## src/rtl/lfsr_pkg.sv

```systemverilog
package lfsr_pkg;

  localparam int unsigned MIN_STAGES = 3;
  localparam int unsigned MAX_STAGES = 7;

  // Operation chosen for the register in a given cycle
  typedef enum logic [1:0] {
    OP_HOLD  = 2'd0,
    OP_SHIFT = 2'd1,
    OP_LOAD  = 2'd2
  } lfsr_op_e;

  // Far tap: always the last stage
  function automatic int unsigned far_tap(input int unsigned n);
    return n;
  endfunction

  // Near tap: the second feedback stage for a maximal-length sequence
  function automatic int unsigned near_tap(input int unsigned n);
    case (n)
      3:       return 2;
      4:       return 3;
      5:       return 3;
      6:       return 5;
      7:       return 6;
      default: return n - 1;
    endcase
  endfunction

endpackage

```

## src/rtl/lfsr_op_decode.sv

```systemverilog
module lfsr_op_decode
  import lfsr_pkg::*;
(
  input  logic     load_en,
  input  logic     step_en,
  output lfsr_op_e op_o
);

  // A load takes priority over a step
  always_comb begin
    if (load_en)      op_o = OP_LOAD;
    else if (step_en) op_o = OP_SHIFT;
    else              op_o = OP_HOLD;
  end

endmodule

```

## src/rtl/lfsr_seed_guard.sv

```systemverilog
module lfsr_seed_guard #(
  parameter int unsigned STAGES = 4
) (
  input  logic [STAGES-1:0] seed_i,
  output logic [STAGES-1:0] seed_safe_o
);

  localparam logic [STAGES-1:0] SAFE_SEED = STAGES'(1);

  // A zero seed would lock the register, so substitute 00..01
  always_comb begin
    if (|seed_i) seed_safe_o = seed_i;
    else         seed_safe_o = SAFE_SEED;
  end

endmodule

```

## src/rtl/lfsr_feedback.sv

```systemverilog
module lfsr_feedback #(
  parameter int unsigned STAGES   = 4,
  parameter int unsigned TAP_FAR  = 4,
  parameter int unsigned TAP_NEAR = 3
) (
  input  logic [STAGES-1:0] state_i,
  output logic              fb_o
);

  // Stage k is bit STAGES-k
  localparam int unsigned IDX_FAR  = STAGES - TAP_FAR;
  localparam int unsigned IDX_NEAR = STAGES - TAP_NEAR;

  logic [STAGES-1:0] tap_mask;

  // Build the tap mask one bit per stage
  for (genvar b = 0; b < int'(STAGES); b++) begin : g_mask
    if (b == int'(IDX_FAR) || b == int'(IDX_NEAR)) begin : g_on
      assign tap_mask[b] = 1'b1;
    end else begin : g_off
      assign tap_mask[b] = 1'b0;
    end
  end

  assign fb_o = ^(state_i & tap_mask);

endmodule

```

## src/rtl/lfsr_state_reg.sv

```systemverilog
module lfsr_state_reg
  import lfsr_pkg::*;
#(
  parameter int unsigned STAGES = 4
) (
  input  logic              clk,
  input  logic              rst_n,
  input  lfsr_op_e          op_i,
  input  logic              fb_i,
  input  logic [STAGES-1:0] seed_i,
  output logic [STAGES-1:0] state_o
);

  localparam logic [STAGES-1:0] RESET_SEED = STAGES'(1);

  logic [STAGES-1:0] state_q;
  logic [STAGES-1:0] state_d;

  // Next-state logic
  always_comb begin
    case (op_i)
      OP_SHIFT: state_d = {fb_i, state_q[STAGES-1:1]};
      OP_LOAD:  state_d = seed_i;
      default:  state_d = state_q;
    endcase
  end

  // State register
  always_ff @(posedge clk or negedge rst_n) begin
    if (!rst_n) state_q <= RESET_SEED;
    else        state_q <= state_d;
  end

  assign state_o = state_q;

  a_r7_hold_when_idle: assert property (@(posedge clk) disable iff (!rst_n)
    (op_i == OP_HOLD) |=> $stable(state_q));

  a_r2_shift_down: assert property (@(posedge clk) disable iff (!rst_n)
    (op_i == OP_SHIFT) |=> state_q[STAGES-2:0] == $past(state_q[STAGES-1:1]));

  a_r3_first_stage_fb: assert property (@(posedge clk) disable iff (!rst_n)
    (op_i == OP_SHIFT) |=> state_q[STAGES-1] == $past(fb_i));

  a_r8_load_value: assert property (@(posedge clk) disable iff (!rst_n)
    (op_i == OP_LOAD) |=> state_q == $past(seed_i));

endmodule

```

## src/rtl/lfsr_gen.sv

```systemverilog
module lfsr_gen
  import lfsr_pkg::*;
#(
  parameter int unsigned STAGES = 4
) (
  input  logic              clk,
  input  logic              rst_n,
  input  logic              step_en,
  input  logic              load_en,
  input  logic [STAGES-1:0] seed_i,
  output logic [STAGES-1:0] state_o,
  output logic              serial_o
);

  localparam int unsigned     TAP_FAR  = far_tap(STAGES);
  localparam int unsigned     TAP_NEAR = near_tap(STAGES);
  localparam logic [STAGES-1:0] ONE_STATE = STAGES'(1);

  lfsr_op_e          op;
  logic              fb;
  logic [STAGES-1:0] seed_safe;

  lfsr_op_decode u_decode (
    .load_en (load_en),
    .step_en (step_en),
    .op_o    (op)
  );

  lfsr_seed_guard #(.STAGES(STAGES)) u_guard (
    .seed_i      (seed_i),
    .seed_safe_o (seed_safe)
  );

  lfsr_feedback #(
    .STAGES   (STAGES),
    .TAP_FAR  (TAP_FAR),
    .TAP_NEAR (TAP_NEAR)
  ) u_fb (
    .state_i (state_o),
    .fb_o    (fb)
  );

  lfsr_state_reg #(.STAGES(STAGES)) u_reg (
    .clk     (clk),
    .rst_n   (rst_n),
    .op_i    (op),
    .fb_i    (fb),
    .seed_i  (seed_safe),
    .state_o (state_o)
  );

  assign serial_o = state_o[0];

  a_r1_reset_seed: assert property (@(posedge clk) disable iff (!rst_n)
    $rose(rst_n) |-> state_o == ONE_STATE);

  a_r6_never_zero: assert property (@(posedge clk) disable iff (!rst_n)
    state_o != '0);

  a_r9_zero_seed_guard: assert property (@(posedge clk) disable iff (!rst_n)
    (load_en && seed_i == '0) |=> state_o == ONE_STATE);

  a_r3_tap_xor: assert property (@(posedge clk) disable iff (!rst_n)
    (step_en && !load_en) |=>
      state_o[STAGES-1] == ($past(state_o[STAGES-TAP_FAR]) ^ $past(state_o[STAGES-TAP_NEAR])));

  a_r10_serial_walk: assert property (@(posedge clk) disable iff (!rst_n)
    (step_en && !load_en) |=> serial_o == $past(state_o[1]));

endmodule

```

## config.mk

```make
export PLATFORM = sky130hd
export DESIGN_NAME = lfsr_gen
export DESIGN_NICKNAME = d
export VERILOG_FILES = /design/src/rtl/lfsr_pkg.sv /design/src/rtl/lfsr_op_decode.sv /design/src/rtl/lfsr_seed_guard.sv /design/src/rtl/lfsr_feedback.sv /design/src/rtl/lfsr_state_reg.sv /design/src/rtl/lfsr_gen.sv
export SDC_FILE = /design/constraint.sdc
export NUM_CORES = 1
export LEC_CHECK = 0
export BUFFER_PORTS_ARGS = -buffer_cell sky130_fd_sc_hd__buf_4
export CAP_MARGIN = 20
export CORE_AREA = 10 10 47 49
export DETAILED_ROUTE_END_ITERATION = 7
export DIE_AREA = 0 0 57 59
export GPL_ROUTABILITY_DRIVEN = 1
export PLACE_DENSITY = 0.42
export SLEW_MARGIN = 10
export SYNTH_ARGS = -nofsm -noshare
export SYNTH_HDL_FRONTEND = slang
export SYNTH_SLANG_ARGS = --single-unit
```

## constraint.sdc

```tcl
create_clock -name clk -period 0.9 [get_ports clk]
set_input_delay 0.045 -clock clk [delete_from_list [all_inputs] [get_ports clk]]
set_output_delay 0.045 -clock clk [all_outputs]
set_load 0.005 [all_outputs]
```

==> impl_metrics.sql, run 1 <==
INSERT INTO impl_metrics (metric_group, metric, value, unit) VALUES
('pwr', 'power.share.sequential', '0.327', ''),
('timing', 'grt_setup_unrepaired', 'yes', ''),
('clock_network', 'cts.htree.levels', '1', ''),
('outcome', 'status', 'finished, violations left', ''),
('global_route', 'grt_max_degree', '10', ''),
('final_layout', 'layout.nets', '49', ''),
('logic_synthesis', 'postSynthRegisterBits', '4', ''),
('pwr', 'comb_power_share', '0.304', ''),
('pwr', 'power.net_switching', '175.1', 'µW'),
('setup_path', 'setup.worst_path.class', 'register to output pin', ''),
('timing', 'period_minus_slack', '0.9984', 'ns'),
('floorplanning', 'number_of_core_rows', '14', ''),
('final_layout', 'finish.utilization', '0.3036', ''),
('setup_path', 'kind_of_end_point_of_the_critical_path', 'output pin', ''),
('floorplanning', 'chipHeight', '59', 'µm'),
('global_route', 'grt_antenna_before_repair', '0', ''),
('logic_synthesis', 'synthesis.yosys.warnings', '0', ''),
('logic_synthesis', 'avgSynthCellArea', '11.14', 'µm²'),
('outcome', 'failing_checks', 'negative setup slack', ''),
('clock_network', 'tritoncts', 'built', ''),
('global_route', 'grt.busiest_layer', 'met2', ''),
('min_path', 'hold_class', 'input port to register', ''),
('global_route', 'grt_pass1_vias', '253', ''),
('clock_network', 'clock_path_buffers', '2', ''),
('min_path', 'holdCritStartpoint', 'seed_i[3]', ''),
('logic_synthesis', 'cell_type_contributing_the_most_total_cell_area_after_synthesis', 'dfrtp_1', ''),
('setup_path', 'worstPathMaxFanout', '3', ''),
('global_route', 'grt_overflow', '0', ''),
('pwr', 'cellInternalPower', '513.7', 'µW'),
('floorplanning', 'die_outline_width', '57', 'µm'),
('timing', 'layout_setup_ws', '-0.09835', 'ns'),
('final_layout', 'num_antenna_cells', '0', ''),
('global_route', 'globalRouteMet2Util', '0.06822', ''),
('pwr', 'static-leakage-power', '0.2060', 'nW'),
('clock_network', 'cts_root_buffer', 'clkbuf_4', ''),
('min_path', 'worst_hold_path.endpoint', 'u_reg.state_o[3]', ''),
('global_route', 'grt_usage', '0.04989', ''),
('logic_synthesis', 'yosys.cell_types.count', '14', ''),
('detailed_routing', 'drc', '0', ''),
('clock_network', 'tritoncts.num_buffers', '3', ''),
('global_route', 'met1_usage', '0.05642', ''),
('timing', 'fmaxAchievable', '1002', 'MHz'),
('logic_synthesis', 'top_post_synthesis_cells_by_area', 'dfrtp_1, dfstp_2, mux2i_1, mux2_4, o211ai_2', ''),
('detailed_routing', 'drtIter0Drc', '2', ''),
('floorplanning', 'dieArea', '3363', 'µm²'),
('clock_network', 'clkLatencyLatePin', '0.24', 'ns'),
('timing', 'clock_skew', '0.01228', 'ns'),
('detailed_routing', 'dr.pass1.iters', '2', ''),
('setup_path', 'timing.rr.end', 'u_reg.state_o[3]', ''),
('floorplanning', 'i_o_pins', '13', ''),
('global_route', 'grt_pass1_wl', '1.262', 'mm'),
('placement', 'final_wtd_congestion', '0.7356', ''),
('final_layout', 'final_common_cell', 'buf_4', ''),
('global_route', 'use_met3', '0.03863', ''),
('final_layout', 'post_layout_nonfiller_instances', '56', ''),
('timing', 'fin_worst_hold_slack', '0.03749', 'ns'),
('final_layout', 'largest_register_ffs', '4', ''),
('placement', 'placement.io_buffers', '12', ''),
('placement', 'detailedPlacementHpwl', '574.8', 'µm'),
('pwr', 'power.density', '1619', 'nW/µm²'),
('setup_path', 'regToRegSetupSlack', '-0.05', 'ns'),
('floorplanning', 'initial_core_util', '0.1589', ''),
('pwr', 'power_switching_share', '0.2542', ''),
('logic_synthesis', 'synth_seq_area_share', '0.4551', ''),
('final_layout', 'area_delta_synth_final', '91.01', '%'),
('timing', 'timing_hold_violations_final', '0', ''),
('timing', 'final_count_of_pins_violating_max_slew', '0', ''),
('timing', 'finalSetupViolCount', '5', ''),
('pwr', 'design_power_total', '688.8', 'µW'),
('clock_network', 'tritoncts_num_sinks', '4', ''),
('setup_path', 'worst-endpoint-required', '0.85', 'ns');
power groups by stage:
| stage | Clock, mW | Combinational, mW | Sequential (mW) |
|---|---|---|---|
| after floorplan | 0 | 0.0593 | 0.226 |
| after global placement | 0 | 0.166 | 0.224 |
| after detailed placement | 0 | 0.165 | 0.225 |
| after CTS | 0.267 | 0.212 | 0.225 |
| after global routing | 0.288 | 0.229 | 0.228 |
| final | 0.255 | 0.209 | 0.225 |
worst max path at each step:
stage / cells past startpoint / end / from
2_1_floorplan: 2 / u_reg.state_o[0] / u_reg.state_o[1]
3_3_place_gp: 2 / u_reg.state_o[0] / u_reg.state_o[1]
3_5_place_dp: 2 / u_reg.state_o[0] / u_reg.state_o[1]
4_1_cts: 2 / serial_o / u_reg.state_o[0]
5_1_grt: 2 / serial_o / u_reg.state_o[0]
6_report: 2 / serial_o / u_reg.state_o[0]
synthesized netlist by cell type:
| master | count |
|---|---|
| mux2_4 | 1 |
| nand2_1 | 3 |
| dfrtp_1 | 3 |
| nand2b_1 | 1 |
| mux2i_1 | 2 |
| buf_4 | 1 |
| o22a_1 | 1 |
| dfstp_2 | 1 |
| or3b_1 | 1 |
| nor3_1 | 1 |
| o211ai_2 | 1 |
| o21ai_0 | 2 |
| xnor2_1 | 1 |
| or2b_1 | 1 |
repair_timing:
| item | 4_1_cts | 5_1_grt |
|---|---|---|
| hold buffers | 1 | 0 |
| pin swaps | 2 | 0 |
| buffers inserted | 1 | 0 |
| hold endpoints to repair | 4 | 0 |
| resized for setup | 8 | 1 |
| setup endpoints to repair | 6 | 7 |
critical path: stages (launching register included):
cell	delay, ns
dfstp_2	0.54
buf_6	0.10
buf_6	0.08
cells by family after synthesis:
group,synth area share
muxes,0.1573
and+or+nand+nor,0.1742
xor gates and xnor gates,0.03933
AOI/OAI and AO/OA,0.1404
DFF,0.4551
buffers and inverters,0.03372
final cells by class:
cell class	count	area, µm²
Multi-Input combinational cell	15	121.4
Sequential cell	4	101.3
Fill cell	160	975.9
Tap cell	16	20.02
Timing Repair Buffer	17	156.4
Clock buffer	4	26.28
per-stage QoR:
| stage | instance area, µm² | worst slack (ns) |
|---|---|---|
| CTS | 425.4 | -0.1101 |
| finish | 425.4 | -0.09835 |
| detailed placement | 347.8 | -0.005395 |
| floorplan | 222.7 | 0.0003059 |
| global route | 425.4 | -0.1411 |
| global placement | 347.8 | -0.006361 |
routing by layer:
layer  vias to the layer above  wire length (µm)
li1                        109                 -
met1                        98               359
met3                         2                79
met4                         0                10
met5                         -                 0
met2                        14               305
Note: power is estimated with default switching activity, not from simulation.
==> run 2: changes to the inputs <==
--- a/config.mk
+++ b/config.mk
@@ -11,7 +11,6 @@
 export DETAILED_ROUTE_END_ITERATION = 7
 export DIE_AREA = 0 0 57 59
 export GPL_ROUTABILITY_DRIVEN = 1
-export PLACE_DENSITY = 0.42
 export SLEW_MARGIN = 10
 export SYNTH_ARGS = -nofsm -noshare
 export SYNTH_HDL_FRONTEND = slang
==> run 2 against run 1 <==
Compared with the run above: combinational power down 4%; the flow still finishes with violations (negative setup slack); critical endpoint unchanged; worst hold slack improved by 0.011 ns; sequential cell count unchanged; sequential share of layout area is 0.65 points higher; final area decreased by 1.5%; critical path depth is the same.
==> impl_metrics.sql, run 2 (synthesis gave the netlist of run 1 again) <==
INSERT INTO impl_metrics (metric_group, metric, value, unit) VALUES
('timing', 'finalSetupViolCount', '5', ''),
('detailed_routing', 'drc', '0', ''),
('final_layout', 'nFillCells', '153', ''),
('clock_network', 'clkSlewWorstSetupHoldPaths', '0.04', 'ns'),
('placement', 'dpl-instance-area', '340.3', 'µm²'),
('timing', 'fmaxAchievable', '998.7', 'MHz'),
('detailed_routing', 'drtIter0Drc', '1', ''),
('global_route', 'grt_antenna_before_repair', '0', ''),
('min_path', 'holdCritStartpoint', 'seed_i[2]', ''),
('detailed_routing', 'via_count_of_the_routed_design', '212', ''),
('final_layout', 'commonest_cells_after_routing_fill_and_taps_aside', 'buf_4, buf_6, nand2_1, clkbuf_4', ''),
('timing', 'tightest_slew_margin_relative_to_the_limit', '0.8897', ''),
('setup_path', 'path_cells', 'buf_6 > buf_6', ''),
('setup_path', 'worstPathMaxFanout', '3', ''),
('setup_path', 'regToRegSetupSlack', '-0.08', 'ns'),
('detailed_routing', 'route.final.wire_length', '643', 'µm'),
('clock_network', 'tritoncts', 'built', ''),
('clock_network', 'cts_root_buffer', 'clkbuf_4', ''),
('outcome', 'status', 'finished, violations left', ''),
('detailed_routing', 'vias_per_cell', '3.786', ''),
('min_path', 'worst_hold_path.endpoint', 'u_reg.state_o[2]', ''),
('clock_network', 'cts.htree.levels', '1', ''),
('placement', 'place_inst', '49', ''),
('setup_path', 'cp_data_arrival_time', '0.96', 'ns'),
('clock_network', 'clock_path_buffers', '2', ''),
('min_path', 'worst_hold_path.num_cells', '3', ''),
('outcome', 'failing_checks', 'negative setup slack', ''),
('detailed_routing', 'drtAntennaViolNets', '0', ''),
('final_layout', 'area_delta_synth_final', '88.20', '%'),
('timing', 'period_minus_slack', '1.001', 'ns'),
('clock_network', 'tritoncts.num_buffers', '3', ''),
('floorplanning', 'i_o_pins', '13', ''),
('final_layout', 'largest_register_ffs', '4', ''),
('final_layout', 'post_layout_nonfiller_instances', '56', ''),
('setup_path', 'kind_of_end_point_of_the_critical_path', 'output pin', ''),
('timing', 'final_count_of_pins_violating_max_slew', '0', ''),
('timing', 'grt_setup_unrepaired', 'yes', ''),
('setup_path', 'worst_path_largest_cell_delay', '0.54', 'ns'),
('pwr', 'power.ir.vdd_worst', '0.0004831', 'V'),
('pwr', 'power.density', '1586', 'nW/µm²'),
('setup_path', 'setup.worst_path.start_class', 'register', ''),
('setup_path', 'setup.worst_path.class', 'register to output pin', ''),
('min_path', 'hold_class', 'input port to register', ''),
('final_layout', 'layout.nets', '49', ''),
('setup_path', 'worst_path_most_repeated_cell', 'buf_6', ''),
('floorplanning', 'dieArea', '3363', 'µm²'),
('pwr', 'static-leakage-power', '0.2028', 'nW'),
('setup_path', 'critPathSlowestCell', 'dfstp_2', ''),
('placement', 'placement.io_buffers', '12', ''),
('setup_path', 'worst-endpoint-required', '0.85', 'ns'),
('clock_network', 'clkLatencyLatePin', '0.23', 'ns'),
('final_layout', 'final_common_cell', 'buf_4', ''),
('final_layout', 'layout.cell_area.non_filler', '419.2', 'µm²'),
('setup_path', 'timing.rr.start', 'u_reg.state_o[0]', ''),
('flow_run', 'maxCapViolations', '0', ''),
('floorplanning', 'die_outline_width', '57', 'µm'),
('clock_network', 'tritoncts_num_sinks', '4', ''),
('global_route', 'grt_max_degree', '10', ''),
('final_layout', 'drive_above_1_share', '0.6000', ''),
('detailed_routing', 'dr.pass1.iters', '2', ''),
('timing', 'layout_worst_path_cycle_share', '1.113', ''),
('setup_path', 'ff_to_ff_path_depth', '3', ''),
('global_route', 'grt_pass1_wl', '959', 'µm'),
('global_route', 'grt_overflow', '0', ''),
('timing', 'timing_hold_violations_final', '0', ''),
('floorplanning', 'chipHeight', '59', 'µm'),
('pwr', 'design_power_total', '664.9', 'µW'),
('setup_path', 'timing.rr.end', 'u_reg.state_o[3]', ''),
('setup_path', 'cp.buffers_inverters', '2', ''),
('global_route', 'grt_pass1_vias', '227', ''),
('floorplanning', 'core_region_area', '1401', 'µm²'),
('timing', 'layout_setup_ws', '-0.1013', 'ns'),
('floorplanning', 'number_of_core_rows', '14', ''),
('final_layout', 'num_antenna_cells', '0', ''),
('setup_path', 'worst_path_dominant_cell_family', 'flip-flops', ''),
('detailed_routing', 'wl_per_cell', '11.48', 'µm'),
('floorplanning', 'initial_core_util', '0.1589', ''),
('global_route', 'grt_usage', '0.03769', ''),
('timing', 'worstMarginPinSlew', '0.1637', 'ns'),
('timing', 'clock_skew', '0.004103', 'ns'),
('placement', 'post_place_worst_slack', '-0.03169', 'ns'),
('placement', 'final_wtd_congestion', '0.7129', '');
-- run 2: changes by cell type in the layout (fill, tap and decap cells not counted) --
cell,before,now
buf_6,7,5
buf_4,9,11
dfrtp_1,3,2
dfrtp_2,0,1
-- run 2: where the power goes --
group,leakage [nW],switching [mW],internal [mW]
Sequential,0.0458,0.0171,0.206
Clock,0.0150,0.0747,0.166
Combinational,0.142,0.0665,0.134
-- run 2: metal layers --
metal  share of wire  global-route usage  up-vias
li1                -                   -      111
met1            0.47             0.04187       93
met2            0.44             0.04806        8
met3           0.093             0.01931        0
met4               0             0.04027        0
met5               0                   0        -
-- run 2: per-stage QoR --
step	setup TNS [ns]	hold slack, ns	util
2_1_floorplan	0	-0.2506	-
3_3_place_gp	-0.02542	-0.1579	0.2429
3_5_place_dp	-0.03595	-0.1568	0.2429
4_1_cts	-0.3560	0.04593	0.2875
5_1_grt	-0.4765	0.06673	0.2991
6_report	-0.3087	0.04823	0.2991
-- run 2: worst max path at each step --
stage | end | from | cells past startpoint
6_report | serial_o | u_reg.state_o[0] | 2
5_1_grt | serial_o | u_reg.state_o[0] | 2
4_1_cts | serial_o | u_reg.state_o[0] | 2
3_5_place_dp | u_reg.state_o[0] | u_reg.state_o[1] | 2
3_3_place_gp | u_reg.state_o[0] | u_reg.state_o[1] | 2
2_1_floorplan | u_reg.state_o[0] | u_reg.state_o[1] | 2
-- run 2: area by class of cell --
cell class,count,area [µm²],area share
well taps,16,20.02,0.04776
multi-input cells,15,121.4,0.2896
clock buffers,4,26.28,0.06269
repair buffers,17,148.9,0.3552
flip-flops and latches,4,102.6,0.2448
-- run 2: worst reg2reg max path: cells and delay by family, from the launching register on --
family	cells	cell delay, ns
compound gates	1	0.10
flops	1	0.54
xor+xnor	1	0.10
buf+inv	1	0.12
-- run 2: repair_timing --
action | 4_1_cts | 5_1_grt
hold buffers | 1 | 0
endpoints found under the hold margin | 4 | 0
resized for setup | 5 | 3
cloned | 0 | 0
setup buffers | 1 | 1
endpoints found under the setup margin | 4 | 5
pin swaps | 2 | 2
